## config.mk

```make
export PLATFORM = sky130hd
export DESIGN_NAME = dec_char_conv
export DESIGN_NICKNAME = d
export VERILOG_FILES = /design/src/rtl/dcc_pkg.sv /design/src/rtl/dcc_num_step.sv /design/src/rtl/dcc_chr_step.sv /design/src/rtl/dec_char_conv.sv
export SDC_FILE = /design/constraint.sdc
export NUM_CORES = 1
export LEC_CHECK = 0
export BUFFER_PORTS_ARGS = -buffer_cell sky130_fd_sc_hd__buf_2
export CAP_MARGIN = 20
export CORE_MARGIN = 8
export CORE_UTILIZATION = 43
export CTS_CLUSTER_SIZE = 8
export DETAILED_ROUTE_END_ITERATION = 10
export GPL_ROUTABILITY_DRIVEN = 0
export PLACE_DENSITY = 0.59
export SLEW_MARGIN = 20
export SYNTH_ARGS = -nofsm -noshare
export SYNTH_HDL_FRONTEND = slang
export SYNTH_SLANG_ARGS = --single-unit
export TNS_END_PERCENT = 20
```

## constraint.sdc

```tcl
create_clock -name clk -period 15.5 [get_ports clk]
set_input_delay 0 -clock clk [delete_from_list [all_inputs] [get_ports clk]]
set_output_delay 0 -clock clk [all_outputs]
set_load 0.005 [all_outputs]
```

## src/rtl/dcc_pkg.sv

```systemverilog
package dcc_pkg;
    parameter int BYTE_BITS  = 6;
    parameter int WORD_BYTES = 5;
    parameter int DIGIT_BASE = 30;

    typedef enum logic {
        CVT_TO_BIN  = 1'b0,
        CVT_TO_CHAR = 1'b1
    } cvt_mode_e;
endpackage

```

## src/rtl/dcc_num_step.sv

```systemverilog
module dcc_num_step #(
    parameter int BYTE_W = 6,
    parameter int ACC_W  = 35
) (
    input  logic [ACC_W-1:0]  acc_i,
    input  logic [BYTE_W-1:0] byte_i,
    output logic [ACC_W-1:0]  acc_o
);
    logic [BYTE_W-1:0] digit;

    always_comb begin
        digit = byte_i % BYTE_W'(10);
        acc_o = (acc_i << 3) + (acc_i << 1) + ACC_W'(digit);
    end
endmodule

```

## src/rtl/dcc_chr_step.sv

```systemverilog
module dcc_chr_step #(
    parameter int BYTE_W = 6,
    parameter int MAG_W  = 30,
    parameter int BASE   = 30
) (
    input  logic [MAG_W-1:0]  val_i,
    output logic [MAG_W-1:0]  quo_o,
    output logic [BYTE_W-1:0] code_o
);
    logic [MAG_W-1:0] rem_w;

    always_comb begin
        quo_o  = val_i / MAG_W'(10);
        rem_w  = val_i - (quo_o << 3) - (quo_o << 1);
        code_o = BYTE_W'(BASE) + rem_w[BYTE_W-1:0];
    end
endmodule

```

## src/rtl/dec_char_conv.sv

```systemverilog
module dec_char_conv
    import dcc_pkg::*;
#(
    parameter int BYTE_W     = dcc_pkg::BYTE_BITS,
    parameter int WORD_BYTES = dcc_pkg::WORD_BYTES,
    parameter int CHAR_BASE  = dcc_pkg::DIGIT_BASE
) (
    input  logic                              clk,
    input  logic                              rst_n,
    input  logic                              start,
    input  logic                              mode,
    input  logic [BYTE_W*WORD_BYTES:0]        a_in,
    input  logic [BYTE_W*WORD_BYTES:0]        x_in,
    input  logic                              ovf_in,
    output logic                              done,
    output logic [BYTE_W*WORD_BYTES:0]        a_out,
    output logic [BYTE_W*WORD_BYTES:0]        x_out,
    output logic                              ovf_out
);
    localparam int MAG_W  = BYTE_W * WORD_BYTES;
    localparam int WORD_W = MAG_W + 1;
    localparam int DIGITS = 2 * WORD_BYTES;
    localparam int STR_W  = 2 * MAG_W;
    localparam int ACC_W  = 7 * WORD_BYTES;
    localparam int CNT_W  = $clog2(DIGITS);
    localparam logic [CNT_W-1:0] LAST = CNT_W'(DIGITS - 1);

    typedef struct packed {
        logic              busy;
        cvt_mode_e         mode;
        logic [CNT_W-1:0]  cnt;
        logic [STR_W-1:0]  str;
        logic [ACC_W-1:0]  acc;
        logic [MAG_W-1:0]  xmag;
        logic              sa;
        logic              sx;
        logic              ovf_lat;
        logic              done;
        logic [WORD_W-1:0] a_out;
        logic [WORD_W-1:0] x_out;
        logic              ovf_out;
    } st_t;

    st_t st_d, st_q;

    logic [ACC_W-1:0]  num_acc;
    logic [MAG_W-1:0]  chr_quo;
    logic [BYTE_W-1:0] chr_code;
    logic [STR_W-1:0]  chr_str;
    logic              num_ovf;

    dcc_num_step #(.BYTE_W(BYTE_W), .ACC_W(ACC_W)) u_num (
        .acc_i  (st_q.acc),
        .byte_i (st_q.str[STR_W-1 -: BYTE_W]),
        .acc_o  (num_acc)
    );

    dcc_chr_step #(.BYTE_W(BYTE_W), .MAG_W(MAG_W), .BASE(CHAR_BASE)) u_chr (
        .val_i  (st_q.acc[MAG_W-1:0]),
        .quo_o  (chr_quo),
        .code_o (chr_code)
    );

    always_comb begin
        st_d     = st_q;
        st_d.done = 1'b0;
        chr_str  = {chr_code, st_q.str[STR_W-1:BYTE_W]};
        num_ovf  = |num_acc[ACC_W-1:MAG_W];
        if (!st_q.busy) begin
            if (start) begin
                st_d.busy    = 1'b1;
                st_d.mode    = cvt_mode_e'(mode);
                st_d.cnt     = '0;
                st_d.sa      = a_in[WORD_W-1];
                st_d.sx      = x_in[WORD_W-1];
                st_d.xmag    = x_in[MAG_W-1:0];
                st_d.ovf_lat = ovf_in;
                if (mode == CVT_TO_CHAR) begin
                    st_d.acc = ACC_W'(a_in[MAG_W-1:0]);
                    st_d.str = '0;
                end else begin
                    st_d.acc = '0;
                    st_d.str = {a_in[MAG_W-1:0], x_in[MAG_W-1:0]};
                end
            end
        end else begin
            st_d.cnt = st_q.cnt + 1'b1;
            if (st_q.mode == CVT_TO_CHAR) begin
                st_d.acc = ACC_W'(chr_quo);
                st_d.str = chr_str;
            end else begin
                st_d.acc = num_acc;
                st_d.str = st_q.str << BYTE_W;
            end
            if (st_q.cnt == LAST) begin
                st_d.busy = 1'b0;
                st_d.done = 1'b1;
                if (st_q.mode == CVT_TO_CHAR) begin
                    st_d.a_out   = {st_q.sa, chr_str[STR_W-1:MAG_W]};
                    st_d.x_out   = {st_q.sx, chr_str[MAG_W-1:0]};
                    st_d.ovf_out = st_q.ovf_lat;
                end else begin
                    st_d.a_out   = {st_q.sa, num_acc[MAG_W-1:0]};
                    st_d.x_out   = {st_q.sx, st_q.xmag};
                    st_d.ovf_out = st_q.ovf_lat | num_ovf;
                end
            end
        end
    end

    always_ff @(posedge clk) begin
        if (!rst_n) begin
            st_q <= '0;
        end else begin
            st_q <= st_d;
        end
    end

    assign done    = st_q.done;
    assign a_out   = st_q.a_out;
    assign x_out   = st_q.x_out;
    assign ovf_out = st_q.ovf_out;

    function automatic logic codes_ok(input logic [MAG_W-1:0] m);
        logic ok;
        ok = 1'b1;
        for (int i = 0; i < WORD_BYTES; i++) begin
            if (m[i*BYTE_W +: BYTE_W] < BYTE_W'(CHAR_BASE) ||
                m[i*BYTE_W +: BYTE_W] > BYTE_W'(CHAR_BASE + 9))
                ok = 1'b0;
        end
        return ok;
    endfunction

    assert_done_pulse_R8: assert property (@(posedge clk) disable iff (!rst_n)
        done |=> !done);

    assert_hold_between_R8: assert property (@(posedge clk) disable iff (!rst_n)
        !done |-> ($stable(a_out) && $stable(x_out) && $stable(ovf_out)));

    assert_start_ignored_R9: assert property (@(posedge clk) disable iff (!rst_n)
        (st_q.busy && start && st_q.cnt != LAST) |=>
            (st_q.busy && st_q.cnt == $past(st_q.cnt) + 1'b1));

    assert_ovf_sticky_R5: assert property (@(posedge clk) disable iff (!rst_n)
        (done && st_q.ovf_lat) |-> ovf_out);

    assert_signs_kept_R7: assert property (@(posedge clk) disable iff (!rst_n)
        done |-> (a_out[WORD_W-1] == st_q.sa && x_out[WORD_W-1] == st_q.sx));

    assert_char_codes_R6: assert property (@(posedge clk) disable iff (!rst_n)
        (done && st_q.mode == CVT_TO_CHAR) |->
            (codes_ok(a_out[MAG_W-1:0]) && codes_ok(x_out[MAG_W-1:0])));
endmodule

```

### Word level (Yosys, flattened, before mapping)

Cells that the tools add are included.

| word-level totals | value |
|---|---|
| logic and storage cells | 37 |
| input bits | 67 |
| output and inout bits | 64 |
| flip-flop bits (word level) | 197 |

| cells by class | value |
|---|---|
| equal/unequal tests | 1 |
| add/sub/neg operators | 6 |
| reductions and logical operators | 5 |
| divide/modulo/power cells | 2 |
| multiplexer cells | 8 |
| bitwise logic cells | 2 |

Operator list:

| operator | count |
|---|---|
| 95-bit two-way mux | 2 |
| 134-bit two-way mux | 1 |
| 99-bit two-way mux | 1 |
| 64-bit two-way mux | 1 |
| 62-bit two-way mux | 1 |
| 35-bit adder | 1 |
| 35-bit by 6-bit adder with 35-bit output | 1 |
| 30-bit by 4-bit divider with 30-bit output, second input constant | 1 |
| 6-bit subtractor | 2 |
| 5-bit by 6-bit adder with 6-bit output, first input constant | 1 |
| 6-bit by 4-bit remainder unit with 6-bit output, second input constant | 1 |
| 2-bit AND reduction | 3 |
| 5-bit OR reduction | 1 |
| 4-bit by 1-bit adder with 4-bit output, second input constant | 1 |
| 4-bit equality test, second input constant | 1 |
| 1-bit two-way mux | 2 |
| 2-bit nonzero test | 1 |
| 1-bit NOT | 1 |
| 1-bit OR | 1 |

### Longest topological paths before layout

| depth | value |
|---|---|
| depth in word-level cells | 6 |
| depth in mapped cells | 56 |
| mapped depth without buffers | 47 |

### Hierarchy

A second synthesis with hierarchy kept.

| unflattened totals | value |
|---|---|
| cells, all modules | 2,249 |
| area total of the unflattened synthesis | 18,206.2 µm² |

Modules (own cells, without submodules):

| module | area an instance (µm²) | cells each | seq. area each (µm²) | times used |
|---|---|---|---|---|
| dec_char_conv | 10,390.0 | 1,127 | 3,963.8 | 1 |
| dcc_chr_step | 5,517.8 | 833 | 0.0 | 1 |
| dcc_num_step | 2,298.5 | 289 | 0.0 | 1 |

### Worst setup path before layout

Ideal clock, no wire load.

| timing | value |
|---|---|
| path kind | reg2reg |
| start | reg st_q[126] in the netlist's numbering |
| end | reg st_q (netlist bit a_out[29]) |
| setup slack | 3,912 ps |
| library setup time | 118 ps |
| stages on the path, launching flop included | 53 |
| arrival time | 11,470 ps |
| period minus slack after synthesis | 11,588 ps |
| path through | dfxtp_1 > buf_2 > nand2b_2 > a2111o_1 > and2_1 > buf_2 > a32o_1 > a211oi_4 > a2111oi_0 > a41o_1 > or4_1 > a221oi_2 > a21oi_1 > a221oi_2 > o22ai_2 > xnor2_1 > o21a_1 > nor2_2 > [... 17 more ...] > o21ai_0 > mux2i_1 > ha_1 > inv_1 > o21ai_1 > nand2_1 > fa_1 > inv_1 > ha_1 > ha_1 > a21o_1 > a21oi_1 > xnor2_1 > xnor2_1 > xnor2_1 > nor2_1 > o21ai_1 > a21boi_1 |

| on the way | value |
|---|---|
| word-level cells in the longest chain between the ends | 5 |

Ends and longest elaborated chain:

| element | RTL line | source |
|---|---|---|
| from (decl) | dec_char_conv.sv:44 | `st_t st_d, st_q;` |
| from (signal assigned) | dec_char_conv.sv:115 | `st_q <= st_d;` |
| 30-bit by 4-bit divider with 30-bit output * | dcc_chr_step.sv:13 | `quo_o = val_i / MAG_W'(10);` |
| 6-bit subtractor | dcc_chr_step.sv:14 | `rem_w = val_i - (quo_o << 3) - (quo_o << 1);` |
| 6-bit subtractor * | dcc_chr_step.sv:14 |  |
| 5-bit by 6-bit adder with 6-bit output * | dcc_chr_step.sv:15 | `code_o = BYTE_W'(BASE) + rem_w[BYTE_W-1:0];` |
| 62-bit two-way mux * | dec_char_conv.sv:98 | `if (st_q.mode == CVT_TO_CHAR) begin` |

Every way passes the cells marked *; elsewhere a longest branch is shown, timed or not.
A chain may end at the register's enable or synchronous reset.

### Final worst setup path

| timing | value |
|---|---|
| start | reg st_q[122] in the netlist's numbering |
| end | reg st_q (netlist bit chr_str[53]) |

| on the way | value |
|---|---|
| word-level cells in the longest chain between the ends | 6 |

Ends and longest elaborated chain:

| element | RTL line | source |
|---|---|---|
| 30-bit by 4-bit divider with 30-bit output * | dcc_chr_step.sv:13 |  |
| 6-bit subtractor | dcc_chr_step.sv:14 |  |
| 6-bit subtractor * | dcc_chr_step.sv:14 |  |
| 5-bit by 6-bit adder with 6-bit output * | dcc_chr_step.sv:15 |  |
| 95-bit two-way mux * | dec_char_conv.sv:88 | `if (st_q.mode == CVT_TO_CHAR) begin` |
| 99-bit two-way mux * | dec_char_conv.sv:69 | `if (!st_q.busy) begin` |

Marks and branches as above.

==> flow_metrics.env <==
export IMPL_area_growth_pct=9.58
export IMPL_clk_pin_slew_worst_paths_ns=0.09
export IMPL_clock_latency_ns=0.45
export IMPL_dieArea_um2=44300
export IMPL_avgSynthCellArea_um2=8.05
export IMPL_tightestPinTransition_ns=1.02
export IMPL_numCtsBuffers=17
export IMPL_top_level_ports=131
export IMPL_io_buffers=130
export IMPL_clock_sinks=197
export IMPL_end_kind="flip-flop"
export IMPL_drv_cap=0
export IMPL_use_met3_pct=3.04
export IMPL_finalSetupTns_ns=0
export IMPL_syn_nets=2166
export IMPL_final_fill_count=3720
export IMPL_synth_edf_count=0
export IMPL_netlist_area_um2=16300
export IMPL_clock_path_buffers=2
export IMPL_wl_per_cell_um=19.6
export IMPL_slew_viol_final=0
export IMPL_drt_iter0_markers=1445
export IMPL_wirelength_um=49900
export IMPL_core_um2=37500
export IMPL_status="finished, final reports clean"
export IMPL_fp_dieW_um=210
export IMPL_crit_required_ns=15.88
export IMPL_cp_slowest_stage_delay_ns=0.81
export IMPL_ctsHoldBuffers=71
export IMPL_postSynthCellCount=2018
export IMPL_synth_distinct_cells=119
export IMPL_yosysWarnings=0
export IMPL_row_count=71
export IMPL_startpoint="st_q[122]"
export IMPL_use_met2_pct=36.6
export IMPL_ys_ff_latch=197
export IMPL_grt_max_degree=99
export IMPL_r2r_start="st_q[122]"
export IMPL_cp_start_kind="flip-flop"
export IMPL_cts_tree="yes"
export IMPL_nets=2172
export IMPL_grt_util_met1_pct=29.2
export IMPL_synth_top_area_share_pct=24.3
export IMPL_fin_crit_ns=14.19
export IMPL_yosysTopAreaCell="dfxtp_1"
export IMPL_worstHoldStart="mode"
export IMPL_post_cts_buffers=0
export IMPL_antennaDiodeCount=0
export IMPL_ys_flop_type="dfxtp_1"
export IMPL_r2r_cells=47
export IMPL_grt_pass1_vias=14500
export IMPL_finalClockSkew_ns=0.0174
export IMPL_hp_class="primary input to flip-flop"
export IMPL_start_util_pct=43.4
export IMPL_num_vias=15500
export IMPL_drcViolationCount=0
export IMPL_hold_path_end="chr_str[1]"
export IMPL_drtPass1Iterations=9
export IMPL_r2r_setup_slack_ns=1.31
export IMPL_drive_above_1_share_pct=13.1
export IMPL_slowest_stage="dfxtp_1"
export IMPL_setup_viol=0
export IMPL_timing_rr_end="chr_str[53]"
export IMPL_track_usage_pct=21.9
export IMPL_gr_total_overflow=0
export IMPL_relSlewSlack_pct=32.3
export IMPL_grt_first_pass_wirelength_um=80200
export IMPL_final_cell_mix="nand2_1 (223), dfxtp_1 (195), buf_2 (129)"
export IMPL_detail_route_antenna_nets=0
export IMPL_synth_area_leaders="dfxtp_1 (24%), ha_1 (5.7%), nand2_1 (5.2%)"
export IMPL_synth_seq_area_share_pct=24.3
export IMPL_synthArstFlopShare_pct=0
export IMPL_cts_max_level=4
export IMPL_ctsResizeCount=0
export IMPL_timing_fmax_mhz=70.5
export IMPL_crit_top_cell="nand2_1"
export IMPL_clockRootBuffer="clkbuf_16"
export IMPL_critPathMaxFanout=26
export IMPL_crit_type="flip-flop to flip-flop"
export IMPL_hold_viol_final=0
export IMPL_worstPathArrival_ns=14.57
export IMPL_final_common_cell="nand2_1"
export IMPL_fin_crit_sh_pct=91.5
export IMPL_antenna_found_initial=0
export IMPL_hpwl_um=34900
export IMPL_busiest_layer="met2"
export IMPL_die_h_um=210
export IMPL_whs_path_depth=3
export IMPL_rsz0062_at_grt="no"
export IMPL_drt_vias_per_instance=6.08
## logic make-up (layout without fill, tap and decap cells)
| group | count (synthesis) | after routing | synth area share [%] |
|---|---|---|---|
| xor gates and xnor gates | 54 | 54 | 2.91 |
| AOI/OAI and AO/OA | 656 | 656 | 30.9 |
| other | 1 | 1 | 0.0231 |
| muxes | 93 | 93 | 6.00 |
| DFF | 197 | 197 | 24.3 |
| adders and majority gates | 84 | 84 | 6.74 |
| and+or+nand+nor | 615 | 615 | 19.9 |
| buffers and inverters | 318 | 337 | 9.19 |
## metrics by stage
stage               util (%)  hold slack (ns)  instances  worst slack (ns)  area, um^2
floorplan                  -            0.145       2018              3.91       16300
global placement        44.1            0.257       2445              2.12       16500
detailed placement      44.1            0.264       2445              1.60       16500
CTS                     47.5           0.0922       2548              1.59       17800
global route            47.5            0.111       2548             0.186       17800
finish                  47.5            0.116       2548              1.31       17800
## worst max-delay path by stage
stage,depth (start not counted),slack [ns],to
after floorplan,52,3.91,a_out[29]
after global placement,47,2.12,a_out[29]
after detailed placement,47,1.60,a_out[29]
after CTS,47,1.59,chr_str[53]
after global routing,47,0.19,chr_str[53]
final,47,1.31,chr_str[53]
## layout make-up
cell class	instances	area [um^2]	area share [%]
multi-input combinational	1503	10800	60.8
sequential	197	3950	22.2
timing repair buffer	214	1460	8.21
tap	511	639	3.59
clock buffer	18	429	2.41
inverter	91	342	1.92
clock inverter	14	154	0.864
## routing by layer
metal  routed length, um  share of wire (%)  vias up
li1                    -                  -     7449
met1               22300                 45     7443
met2               23500                 47      532
met3                2910                5.8       64
met4                1170                2.4        0
met5                   0                  0        -
## worst max-delay path, delay by kind of cell, from the launching register on
kind,cells,cell delay [ns]
buffers and inverters,2,0.09
adders and majority gates,4,1.30
DFF,1,0.81
muxes,2,0.71
and+or+nand+nor,15,4.01
AOI/OAI and AO/OA,21,6.75
xor gates and xnor gates,3,0.40
## cell usage after synthesis (8+ instances only)
master and count:
a211oi_1 23, a21boi_0 40, a21o_1 9, a21oi_1 86, a222oi_1 55, a22oi_1 9
a311oi_1 16, a31oi_1 36, and2_1 10, and3_1 15, buf_1 8, buf_2 12
buf_4 68, clkbuf_1 135, dfxtp_1 197, ha_1 74, inv_1 89, mux2_2 23
mux2i_1 67, nand2_1 223, nand2b_1 17, nand3_1 28, nand3b_1 9, nand4_1 12
nor2_1 77, nor2b_1 93, nor3_1 39, nor3b_1 18, nor4_1 9, o211a_1 37
o211ai_1 16, o21a_1 13, o21ai_0 125, o21bai_1 26, o221ai_1 8, o22ai_1 15
o311a_1 10, o31ai_1 12, or3_1 11, xnor2_1 44, xor2_1 10
## registers in the layout, summed over array words and instances (netlist names)
name and count:
st_q 79, a_out 31, done 1, chr_str 54, x_out 31, ovf_out 1
Power is left out: the tool's default activity adds up to more than one toggle a clock period on the data nets, which glitch-free logic cannot reach.
